## config.mk

```make
export PLATFORM = sky130hd
export DESIGN_NAME = rej_resend_scan
export DESIGN_NICKNAME = d
export VERILOG_FILES = /design/src/rtl/rrs_pkg.sv /design/src/rtl/rrs_lowest_set.sv /design/src/rtl/rrs_bitmap.sv /design/src/rtl/rej_resend_scan.sv
export SDC_FILE = /design/constraint.sdc
export NUM_CORES = 2
export LEC_CHECK = 0
export CORE_MARGIN = 2
export CORE_UTILIZATION = 35
export DETAILED_ROUTE_END_ITERATION = 6
export DONT_BUFFER_PORTS = 1
export PLACE_DENSITY = 0.48
export SLEW_MARGIN = 15
export SYNTH_ARGS = -nofsm -noshare
export SYNTH_HDL_FRONTEND = slang
export SYNTH_HIERARCHICAL = 1
export SYNTH_SLANG_ARGS = --single-unit
```

## constraint.sdc

```tcl
create_clock -name clk -period 6.3 [get_ports clk]
set_input_delay 1.26 -clock clk [delete_from_list [all_inputs] [get_ports clk]]
set_output_delay 1.26 -clock clk [all_outputs]
set_load 0.02 [all_outputs]
```

## src/rtl/rrs_pkg.sv

```systemverilog
package rrs_pkg;
  typedef enum logic [1:0] {
    ST_IDLE = 2'd0,
    ST_PICK = 2'd1,
    ST_WALK = 2'd2
  } scan_state_e;
endpackage

```

## src/rtl/rrs_lowest_set.sv

```systemverilog
module rrs_lowest_set #(
  parameter int W = 32,
  localparam int IW = $clog2(W)
) (
  input  logic [W-1:0]  vec,
  output logic          found,
  output logic [IW-1:0] idx
);
  always_comb begin
    found = |vec;
    idx   = '0;
    for (int i = W - 1; i >= 0; i--) begin
      if (vec[i]) idx = IW'(i);
    end
  end
endmodule

```

## src/rtl/rrs_bitmap.sv

```systemverilog
module rrs_bitmap #(
  parameter int WORDS = 32,
  parameter int WBITS = 64,
  localparam int WIDX_W = $clog2(WORDS),
  localparam int BIDX_W = $clog2(WBITS)
) (
  input  logic              clk,
  input  logic              rst_n,
  input  logic              set_en,
  input  logic [WIDX_W-1:0] set_w,
  input  logic [BIDX_W-1:0] set_b,
  input  logic              clr_bit_en,
  input  logic [WIDX_W-1:0] clr_w,
  input  logic [BIDX_W-1:0] clr_b,
  input  logic              clr_sum_en,
  input  logic [WIDX_W-1:0] clr_sum_w,
  input  logic [WIDX_W-1:0] rd_w,
  output logic [WBITS-1:0]  rd_data,
  output logic [WORDS-1:0]  sum_vec
);
  logic [WBITS-1:0] rd_arr [WORDS];

  for (genvar w = 0; w < WORDS; w++) begin : g_word
    logic [WBITS-1:0] word_q;
    logic             sum_q;
    // a set in the same cycle as a clear wins, so no reject is lost
    always_ff @(posedge clk or negedge rst_n) begin
      if (!rst_n) begin
        word_q <= '0;
        sum_q  <= 1'b0;
      end else begin
        if (clr_bit_en && clr_w == WIDX_W'(w)) word_q[clr_b] <= 1'b0;
        if (clr_sum_en && clr_sum_w == WIDX_W'(w)) sum_q <= 1'b0;
        if (set_en && set_w == WIDX_W'(w)) begin
          word_q[set_b] <= 1'b1;
          sum_q         <= 1'b1;
        end
      end
    end
    assign rd_arr[w]  = word_q;
    assign sum_vec[w] = sum_q;
  end

  assign rd_data = rd_arr[rd_w];
endmodule

```

## src/rtl/rej_resend_scan.sv

```systemverilog
module rej_resend_scan
  import rrs_pkg::*;
#(
  parameter int WORDS = 32,
  parameter int WBITS = 64,
  localparam int SRC_W = $clog2(WORDS) + $clog2(WBITS)
) (
  input  logic             clk,
  input  logic             rst_n,
  input  logic             rej_valid,
  input  logic [SRC_W-1:0] rej_src,
  input  logic             resend_cmd,
  output logic             busy,
  output logic             retry_valid,
  input  logic             retry_ready,
  output logic [SRC_W-1:0] retry_src,
  output logic             retry_resend
);
  localparam int WIDX_W = $clog2(WORDS);
  localparam int BIDX_W = $clog2(WBITS);

  function automatic logic [SRC_W-1:0] join_src(logic [WIDX_W-1:0] w, logic [BIDX_W-1:0] b);
    return SRC_W'(w) * SRC_W'(WBITS) + SRC_W'(b);
  endfunction

  function automatic logic [WIDX_W-1:0] word_of(logic [SRC_W-1:0] s);
    return WIDX_W'(s / SRC_W'(WBITS));
  endfunction

  function automatic logic [BIDX_W-1:0] bit_of(logic [SRC_W-1:0] s);
    return BIDX_W'(s % SRC_W'(WBITS));
  endfunction

  scan_state_e       state_q;
  logic [WIDX_W:0]   word_ptr_q;
  logic [WIDX_W-1:0] cur_word_q;
  logic [BIDX_W:0]   bit_ptr_q;
  logic              rv_q;
  logic [SRC_W-1:0]  rsrc_q;

  logic [WORDS-1:0]  sum_vec, sum_cand;
  logic [WBITS-1:0]  rd_data, bit_cand;
  logic              sum_found, bit_found, sum_zero, out_free;
  logic [WIDX_W-1:0] sum_idx;
  logic [BIDX_W-1:0] bit_idx;

  // named internal events
  logic ev_scan_start, ev_word_visit, ev_bit_issue, ev_word_end, ev_scan_done;

  always_comb begin
    for (int i = 0; i < WORDS; i++) sum_cand[i] = sum_vec[i] && (i >= int'(word_ptr_q));
    for (int j = 0; j < WBITS; j++) bit_cand[j] = rd_data[j] && (j >= int'(bit_ptr_q));
  end

  rrs_lowest_set #(.W(WORDS)) u_find_word (.vec(sum_cand), .found(sum_found), .idx(sum_idx));
  rrs_lowest_set #(.W(WBITS)) u_find_bit  (.vec(bit_cand), .found(bit_found), .idx(bit_idx));

  assign sum_zero      = ~|sum_vec;
  assign out_free      = !rv_q || retry_ready;
  assign ev_scan_start = state_q == ST_IDLE && resend_cmd && !sum_zero;
  assign ev_word_visit = state_q == ST_PICK && sum_found;
  assign ev_scan_done  = state_q == ST_PICK && !sum_found && out_free;
  assign ev_bit_issue  = state_q == ST_WALK && bit_found && out_free;
  assign ev_word_end   = state_q == ST_WALK && !bit_found;

  rrs_bitmap #(.WORDS(WORDS), .WBITS(WBITS)) u_map (
    .clk        (clk),
    .rst_n      (rst_n),
    .set_en     (rej_valid),
    .set_w      (word_of(rej_src)),
    .set_b      (bit_of(rej_src)),
    .clr_bit_en (ev_bit_issue),
    .clr_w      (cur_word_q),
    .clr_b      (bit_idx),
    .clr_sum_en (ev_word_visit),
    .clr_sum_w  (sum_idx),
    .rd_w       (cur_word_q),
    .rd_data    (rd_data),
    .sum_vec    (sum_vec)
  );

  always_ff @(posedge clk or negedge rst_n) begin
    if (!rst_n) begin
      state_q    <= ST_IDLE;
      word_ptr_q <= '0;
      cur_word_q <= '0;
      bit_ptr_q  <= '0;
      rv_q       <= 1'b0;
      rsrc_q     <= '0;
    end else begin
      if (rv_q && retry_ready) rv_q <= 1'b0;
      if (ev_scan_start) begin
        state_q    <= ST_PICK;
        word_ptr_q <= '0;
      end
      if (ev_word_visit) begin
        state_q    <= ST_WALK;
        cur_word_q <= sum_idx;
        bit_ptr_q  <= '0;
      end
      if (ev_scan_done) state_q <= ST_IDLE;
      if (ev_bit_issue) begin
        rv_q      <= 1'b1;
        rsrc_q    <= join_src(cur_word_q, bit_idx);
        bit_ptr_q <= (BIDX_W + 1)'(bit_idx) + 1'b1;
      end
      if (ev_word_end) begin
        state_q    <= ST_PICK;
        word_ptr_q <= (WIDX_W + 1)'(cur_word_q) + 1'b1;
      end
    end
  end

  assign busy         = state_q != ST_IDLE;
  assign retry_valid  = rv_q;
  assign retry_src    = rsrc_q;
  assign retry_resend = rv_q;
endmodule

```

Word-level counts from Yosys, hierarchy flattened
Cells that the tools add are included.

word-level totals
  input port bits = 16
  word-level logic and storage cells = 827
  output and inout bits = 14
  flip-flop bits (word level) = 2,112

cells by class
  equal/unequal tests = 95
  add/sub/neg operators = 3
  order comparisons = 101
  reduce and logical (&&, ||, !) cells = 251
  bitwise operators = 66
  multiplexer cells = 241

operators with widths
  kind                                                                    number
  64-bit 2-to-1 mux                                                       66
  64-bit bitwise AND                                                      32
  64-bit bitwise OR                                                       32
  6-bit 2-to-1 mux                                                        66
  64-bit binary-select mux with 5-bit select                              1
  5-bit equality test (second input constant)                             48
  6-bit by 7-bit >= comparator with 1-bit output (first input constant)   32
  1-bit logical AND                                                       203
  5-bit 2-to-1 mux                                                        32
  5-bit by 4-bit equality test with 1-bit output (second input constant)  24
  5-bit by 7-bit >= comparator with 1-bit output (first input constant)   16
  5-bit by 6-bit >= comparator with 1-bit output (first input constant)   16
  2-bit nonzero test                                                      36
  1-bit 2-to-1 mux                                                        68
  64-bit inverter                                                         1
  32-bit OR reduction                                                     2
  64-bit OR reduction                                                     1
  5-bit by 3-bit equality test with 1-bit output (second input constant)  12
  4-bit by 7-bit >= comparator with 1-bit output (first input constant)   8
  4-bit by 6-bit >= comparator with 1-bit output (first input constant)   8
  5-bit by 2-bit equality test with 1-bit output (second input constant)  6
  3-bit by 7-bit >= comparator with 1-bit output (first input constant)   4
  3-bit by 6-bit >= comparator with 1-bit output (first input constant)   4
  5-bit by 1-bit equality test with 1-bit output (second input constant)  3
  other kinds (21)                                                        36

Depth between registers and ports, before layout
  word-level depth = 78
  gate-level depth with buffers = 27
  mapped depth without buffers = 18

Hierarchy
Netlist, hierarchy kept.

by module, submodules not included
  module                        instances  sequential area each (µm²)  area each (µm²)  cells an instance
  rrs_bitmap                    1          52,049.9                    93,358.3         8,744
  rej_resend_scan               1          800.8                       2,791.4          378
  rrs_lowest_set (u_find_bit)   1          0.0                         887.1            145
  rrs_lowest_set (u_find_word)  1          0.0                         385.4            65

Worst setup path before layout
No wires, ideal clock.

  path kind = register -> register
  from = register cur_word_q[1]
  to = register u_map.g_word[3].word_q[1]
  stages on the path, launching flop included = 22
  path buffers = 7
  period minus slack after synthesis = 4.748 ns
  arrival time = 4.615 ns
  setup slack = 1.552 ns
  required time = 6.167 ns
  path through = dfrtp_1 > buf_4 > buf_6 > buf_4 > buf_6 > buf_6 > mux2i_1 > a22oi_1 > nand3_1 > nand4_1 > nor3b_1 > inv_1 > a221oi_1 > o211ai_1 > o211a_1 > o311ai_1 > clkbuf_1 > nor3b_2 > nand2_1 > clkbuf_1 > o21ai_0 > o21ai_0

RTL lines
  what                                                                                                                                                  RTL line               RTL
  start, declared                                                                                                                                       rej_resend_scan.sv:36  logic [WIDX_W-1:0] cur_word_q;
  start signal, assigned                                                                                                                                rej_resend_scan.sv:98  cur_word_q <= sum_idx;
  5-bit inverter with 6-bit output (implied by the code) *                                                                                              rrs_bitmap.sv:44       assign rd_data = rd_arr[rd_w];
  64-bit binary-select mux with 5-bit select *                                                                                                          rrs_bitmap.sv:44
  64-bit 2-to-1 mux (implied by the code) * (2 in a row)                                                                                                rrs_bitmap.sv:44
  named net rd_data[59]                                                                                                                                 rej_resend_scan.sv:42  logic [WBITS-1:0] rd_data, bit_cand;
  1-bit logical AND *                                                                                                                                   rej_resend_scan.sv:52  for (int j = 0; j < WBITS; j++) bit_cand[j] = rd_data[j] && (j >= int'(bit_ptr_q));
  named net bit_cand[59]                                                                                                                                rej_resend_scan.sv:42
  6-bit 2-to-1 mux * (60 in a row)                                                                                                                      rrs_lowest_set.sv:13   if (vec[i]) idx = IW'(i);
  named net bit_idx[0]                                                                                                                                  rej_resend_scan.sv:45  logic [BIDX_W-1:0] bit_idx;
  6-bit by 7-bit less-than comparator with 1-bit output (implied by the code) / 6-bit by 1-bit >= comparator with 1-bit output (equally long branches)  rrs_bitmap.sv:32       if (clr_bit_en && clr_w == WIDX_W'(w)) word_q[clr_b] <= 1'b0;
  1-bit logical AND (implied by the code)                                                                                                               rrs_bitmap.sv:32
  1-bit 2-to-1 mux (implied by the code)                                                                                                                rrs_bitmap.sv:32
  1-bit demux with 6-bit select *                                                                                                                       n/a
  64-bit inverter (no source line) *                                                                                                                    n/a
  64-bit bitwise AND (no source line) *                                                                                                                 n/a
  64-bit 2-to-1 mux *                                                                                                                                   rrs_bitmap.sv:32
  64-bit bitwise OR (no source line)                                                                                                                    n/a
  64-bit 2-to-1 mux *                                                                                                                                   rrs_bitmap.sv:34       if (set_en && set_w == WIDX_W'(w)) begin
  end signal, assigned                                                                                                                                  rrs_bitmap.sv:29       word_q <= '0;
  end signal, assigned by index                                                                                                                         rrs_bitmap.sv:32
  end signal, assigned by index                                                                                                                         rrs_bitmap.sv:35       word_q[set_b] <= 1'b1;
  end, declared                                                                                                                                         rrs_bitmap.sv:24       logic [WBITS-1:0] word_q;

The timed path passes the listed nets; every way through them passes the cells marked *. The select of a mux whose other input is x is not followed.
A chain may end at the register's enable or synchronous reset.

Worst setup path in the final report
  from = register cur_word_q[1]
  to = register u_map.g_word[11].word_q[51]

RTL lines
  what                                                      RTL line               RTL
  5-bit inverter with 6-bit output (implied by the code) *  rrs_bitmap.sv:44
  64-bit binary-select mux with 5-bit select *              rrs_bitmap.sv:44
  64-bit 2-to-1 mux (implied by the code) * (2 in a row)    rrs_bitmap.sv:44
  named net rd_data[55]                                     rej_resend_scan.sv:42
  1-bit logical AND *                                       rej_resend_scan.sv:52
  named net bit_cand[55]                                    rej_resend_scan.sv:42
  64-bit OR reduction *                                     rrs_lowest_set.sv:10   found = |vec;
  named net bit_found                                       rej_resend_scan.sv:43  logic sum_found, bit_found, sum_zero, out_free;
  1-bit logical AND * (2 in a row)                          rej_resend_scan.sv:63  assign ev_bit_issue = state_q == ST_WALK && bit_found && out_free;
  1-bit logical AND *                                       rrs_bitmap.sv:32
  64-bit 2-to-1 mux *                                       rrs_bitmap.sv:32
  64-bit bitwise OR (no source line)                        n/a
  64-bit 2-to-1 mux *                                       rrs_bitmap.sv:34
  end signal, assigned                                      rrs_bitmap.sv:29
  end signal, assigned by index                             rrs_bitmap.sv:32
  end signal, assigned by index                             rrs_bitmap.sv:35
  end, declared                                             rrs_bitmap.sv:24

Marks and branches as above.

==> impl_results.html <==
<table>
<tr><th>Metric</th><th>Value</th></tr>
<tr><th colspan="2">Final layout</th></tr>
<tr><td>Final net count</td><td>8917</td></tr>
<tr><td>Filler-free cell count of the finished design</td><td>12.8k</td></tr>
<tr><td>Area Growth Syn to Fin</td><td>14.5%</td></tr>
<tr><td>Leading cell types in the layout, fill and taps excluded</td><td>o21ai_0 (3950), dfrtp_1 (2107), mux4_2 (380)</td></tr>
<tr><td>Final cell area excluding filler cells</td><td>0.112 mm²</td></tr>
<tr><td>Fraction of final layout cells sized beyond drive strength 1</td><td>14.9%</td></tr>
<tr><td>Most frequent standard cell in the layout excluding fill and tap cells</td><td>o21ai_0</td></tr>
<tr><th colspan="2">Floorplan</th></tr>
<tr><td>Die Wd</td><td>532 µm</td></tr>
<tr><td>Die area</td><td>0.283 mm²</td></tr>
<tr><td>IO Pins</td><td>30</td></tr>
<tr><td>Die H</td><td>532 µm</td></tr>
<tr><td>Number of placement rows</td><td>193</td></tr>
<tr><td>Initial core utilization</td><td>35.2%</td></tr>
<tr><td>Core box area</td><td>0.277 mm²</td></tr>
<tr><th colspan="2">Yosys</th></tr>
<tr><td>Syn Inst Count</td><td>9332</td></tr>
<tr><td>Synth warn</td><td>6</td></tr>
<tr><td>Post-synth design cell area</td><td>0.0974 mm²</td></tr>
<tr><td>Post-Synthesis Mean Instance Area</td><td>10.4 µm²</td></tr>
<tr><td>Register area share after synthesis</td><td>54.2%</td></tr>
<tr><td>Main synth FF type</td><td>dfrtp_1</td></tr>
<tr><td>Number of distinct library cells after synthesis</td><td>80</td></tr>
<tr><td>Number of flops mapped to enable cells by yosys</td><td>0</td></tr>
<tr><td>Share of flip-flops with an asynchronous set or reset after synthesis</td><td>100%</td></tr>
<tr><td>Yosys reg bits</td><td>2112</td></tr>
<tr><td>Number of nets produced by synthesis</td><td>9350</td></tr>
<tr><th colspan="2">Detailed routing</th></tr>
<tr><td>Final routed DRC violation total</td><td>0</td></tr>
<tr><td>Via density</td><td>6.52</td></tr>
<tr><td>Starting DRC count in detailed routing</td><td>12.8k</td></tr>
<tr><td>Routed via count</td><td>83.5k</td></tr>
<tr><td>Total detailed-routing wirelength</td><td>440000 µm</td></tr>
<tr><td>Wire length per cell</td><td>34.4 µm</td></tr>
<tr><td>Iteration count of the initial detailed-routing pass</td><td>6</td></tr>
<tr><td>Post-route antenna net violation count</td><td>0</td></tr>
<tr><th colspan="2">Clock network</th></tr>
<tr><td>Number of buffers added by the clock tree synthesis step</td><td>238</td></tr>
<tr><td>Clock slew at reported path FFs</td><td>0.06 ns</td></tr>
<tr><td>CTS HTree Levels</td><td>4</td></tr>
<tr><td>Clock root buffer</td><td>clkbuf_16</td></tr>
<tr><td>CTS tree</td><td>yes</td></tr>
<tr><td>Later-pin clock latency in the skew report</td><td>0.95 ns</td></tr>
<tr><td>Number of clock sinks</td><td>2112</td></tr>
<tr><td>Bufs on Longest Clock Path</td><td>4</td></tr>
<tr><th colspan="2">Placed design</th></tr>
<tr><td># port buffers</td><td>0</td></tr>
<tr><td>HPWL reported at the end of detailed placement</td><td>251000 µm</td></tr>
<tr><td>Cell total after placement</td><td>12.4k</td></tr>
<tr><td>Placed Instance Area</td><td>0.103 mm²</td></tr>
<tr><td>Worst setup slack before clock tree synthesis</td><td>0.114 ns</td></tr>
<tr><td>Final weighted congestion in routability-driven placement</td><td>0.956</td></tr>
<tr><th colspan="2">Global routing</th></tr>
<tr><td>Pin count of the biggest net entering global routing</td><td>230</td></tr>
<tr><td>Overall fraction of global-route tracks in use</td><td>30.3%</td></tr>
<tr><td>Antenna violations before repair</td><td>66</td></tr>
<tr><td>Global-route wire length before repair</td><td>624000 µm</td></tr>
<tr><td>Remaining global-route overflow</td><td>0</td></tr>
<tr><td>Number of global-route vias before repair</td><td>80.6k</td></tr>
<tr><th colspan="2">Power</th></tr>
<tr><td>Switching Share</td><td>37.2%</td></tr>
<tr><td>Share of total power in the clock network</td><td>33.4%</td></tr>
<tr><td>Overall power consumption</td><td>42.3 mW</td></tr>
<tr><td>Worst IR drop on VDD</td><td>292 µV</td></tr>
<tr><td>Ratio of total power to cell area</td><td>379 mW/mm²</td></tr>
<tr><td>Lkg Pwr</td><td>46.5 nW</td></tr>
<tr><td>P_int</td><td>26.6 mW</td></tr>
<tr><td>Fraction of power consumed by combinational cells</td><td>32.9%</td></tr>
<tr><td>Switching power of the nets</td><td>15.7 mW</td></tr>
<tr><td>Share of power burned in registers</td><td>33.7%</td></tr>
<tr><th colspan="2">Run</th></tr>
<tr><td>Max capacitance violation total</td><td>0</td></tr>
<tr><th colspan="2">Setup path</th></tr>
<tr><td>Required @ worst endpoint</td><td>7.02 ns</td></tr>
<tr><td>Critical Path End Type</td><td>register</td></tr>
<tr><td>Endpoint arrival time on the critical path</td><td>7.04 ns</td></tr>
<tr><td>Launch point of the critical path</td><td>cur_word_q[1]$_DFFE_PN0P_</td></tr>
<tr><td>Worst R2R Start</td><td>cur_word_q[1]$_DFFE_PN0P_</td></tr>
<tr><td>Setup slack, reg-to-reg</td><td>-0.02 ns</td></tr>
<tr><td>Critical path class</td><td>register to register</td></tr>
<tr><td>Terminus of the critical flop-to-flop path</td><td>u_map/g_word[11].word_q[51]$_DFF_PN0_</td></tr>
<tr><td>Top fanout value on the critical path</td><td>24</td></tr>
<tr><td>Depth of the worst register-to-register path</td><td>19</td></tr>
<tr><td>Crit start category</td><td>register</td></tr>
<tr><th colspan="2">Timing</th></tr>
<tr><td>Setup violation total in the final timing report</td><td>7</td></tr>
<tr><td>Worst-case hold slack</td><td>0.0535 ns</td></tr>
<tr><td>Slew at the pin closest to its max-slew limit</td><td>1.29 ns</td></tr>
<tr><td>RSZ-0062 raised after global routing</td><td>yes</td></tr>
<tr><td>Slew Limit Headroom</td><td>13.3%</td></tr>
<tr><td>Total count of max-transition violations in the final report</td><td>0</td></tr>
<tr><td>Clock period minus worst slack</td><td>6.32 ns</td></tr>
<tr><td>Final worst-path setup slack</td><td>-0.0216 ns</td></tr>
<tr><td>Share of the clock period used by the worst path after layout</td><td>100%</td></tr>
<tr><td>Number of hold violations in the final report</td><td>0</td></tr>
<tr><td>Max Clock Freq</td><td>0.158 GHz</td></tr>
<tr><td>Final Skew</td><td>0.0789 ns</td></tr>
<tr><th colspan="2">Hold path</th></tr>
<tr><td>HP Class</td><td>input pin to async pin</td></tr>
<tr><th colspan="2">Run status</th></tr>
<tr><td>Failing checks</td><td>negative setup slack</td></tr>
<tr><td>Outcome</td><td>finished, violations left</td></tr>
</table>
repair_timing:
action	4_1_cts	5_1_grt
hold endpoints to repair	8	0
setup buffers	0	2
resized for setup	0	19
setup endpoints to repair	0	1768
hold buffers	1	0
worst max-delay path, stage by stage (launching register included):
cell and delay [ns]:
dfrtp_4 0.58, buf_4 0.27, buf_12 0.26, nand2b_1 0.60, o22ai_1 0.20, nor3_1 1.05
and3b_1 0.45, nor4_4 0.09, buf_4 0.16, nand3_2 0.09, nor2_2 0.06, nand3b_1 0.17
nand3b_1 0.11, nand2b_1 0.19, inv_1 0.29, and4bb_2 0.44, nand3_4 0.42, buf_12 0.34
o21ai_0 0.17, o21ai_0 0.10
flip-flops by register name (all words and copies together) (netlist names):
signal               flops
bit_ptr_q                7
cur_word_q               5
retry_resend             1
retry_src               11
state_q                  2
u_map/g_word.sum_q      32
u_map/g_word.word_q   2048
word_ptr_q               6
synth_stat cells, types with 13 or more instances:
master	n	area share [%]
dfrtp_1	2112	54
a211oi_1	44	0.34
nand4_1	21	0.13
mux2_2	21	0.24
o211a_1	16	0.16
mux2i_1	267	2.7
a22oi_1	123	0.95
nor3b_2	13	0.17
mux4_2	380	8.8
o21ai_0	3950	20
and3_1	28	0.18
nor4_1	37	0.24
a221oi_1	33	0.30
clkbuf_1	903	3.5
inv_1	24	0.092
buf_6	16	0.18
buf_2	106	0.54
nor3b_1	16	0.12
a21oi_1	52	0.27
nor3_1	30	0.15
buf_4	60	0.46
nor2b_1	33	0.21
and3b_1	22	0.20
a22o_1	31	0.28
nand3_1	99	0.51
and2_1	18	0.12
nor2_1	74	0.29
nand2_1	333	1.3
o21ai_1	206	1.1
o22ai_1	106	0.68
nand2b_1	29	0.19
metal layers:
layer,global-route usage [%],vias up,share of wire (%)
met5,0,-,0.011
met4,14.6,8,5.6
met3,6.37,1119,11
met2,45.6,5370,44
met1,41.7,43700,40
li1,-,33400,-
area by class of cell:
type	count	area (µm²)
fill	26700	165000
sequential	2112	52900
multi-input combinational	6098	40700
clock buffer	347	6980
timing repair buffer	425	5400
tap	3705	4640
clock inverter	72	842
inverter	24	90.1
antenna	19	47.5
power groups by stage:
stage               registers, mW  logic (mW)  clock network [mW]
floorplan                    14.3        7.18                   0
global placement             14.5        13.5                   0
detailed placement           14.5        13.5                   0
CTS                          14.2        13.5                14.3
global route                 14.3        14.3                14.9
finish                       14.2        13.9                14.1
per-stage QoR:
stage / utilization (%) / setup TNS [ns]
after global routing: 40.3 / 0
after global placement: 37.3 / 0
after CTS: 40.2 / 0
after detailed placement: 37.4 / 0
final: 40.3 / -0.0584
after floorplan: - / 0
worst max-delay path by stage:
| stage | endpoint | slack [ns] | depth (start not counted) |
|---|---|---|---|
| after floorplan | u_map/g_word[3].word_q[1]$_DFF_PN0_ | 1.55 | 21 |
| after global placement | u_map/g_word[28].word_q[7]$_DFF_PN0_ | 0.13 | 19 |
| after detailed placement | u_map/g_word[11].word_q[37]$_DFF_PN0_ | 0.11 | 20 |
| after CTS | u_map/g_word[23].word_q[38]$_DFF_PN0_ | 0.07 | 19 |
| after global routing | u_map/g_word[18].word_q[1]$_DFF_PN0_ | 0.007 | 18 |
| final | u_map/g_word[11].word_q[51]$_DFF_PN0_ | -0.02 | 19 |
cell families (layout without fill, tap and decap cells):
family,Yosys count,count (layout),share of synthesized area [%]
compound gates,4613,4613,24.8
flops,2112,2112,54.2
buf+inv,1123,868,4.83
simple gates,807,808,4.31
mux,668,668,11.8
xor+xnor,7,7,0.0629
fa+ha+maj,2,2,0.0257
other cells,0,19,0
Note: power is estimated with default switching activity, not from simulation.
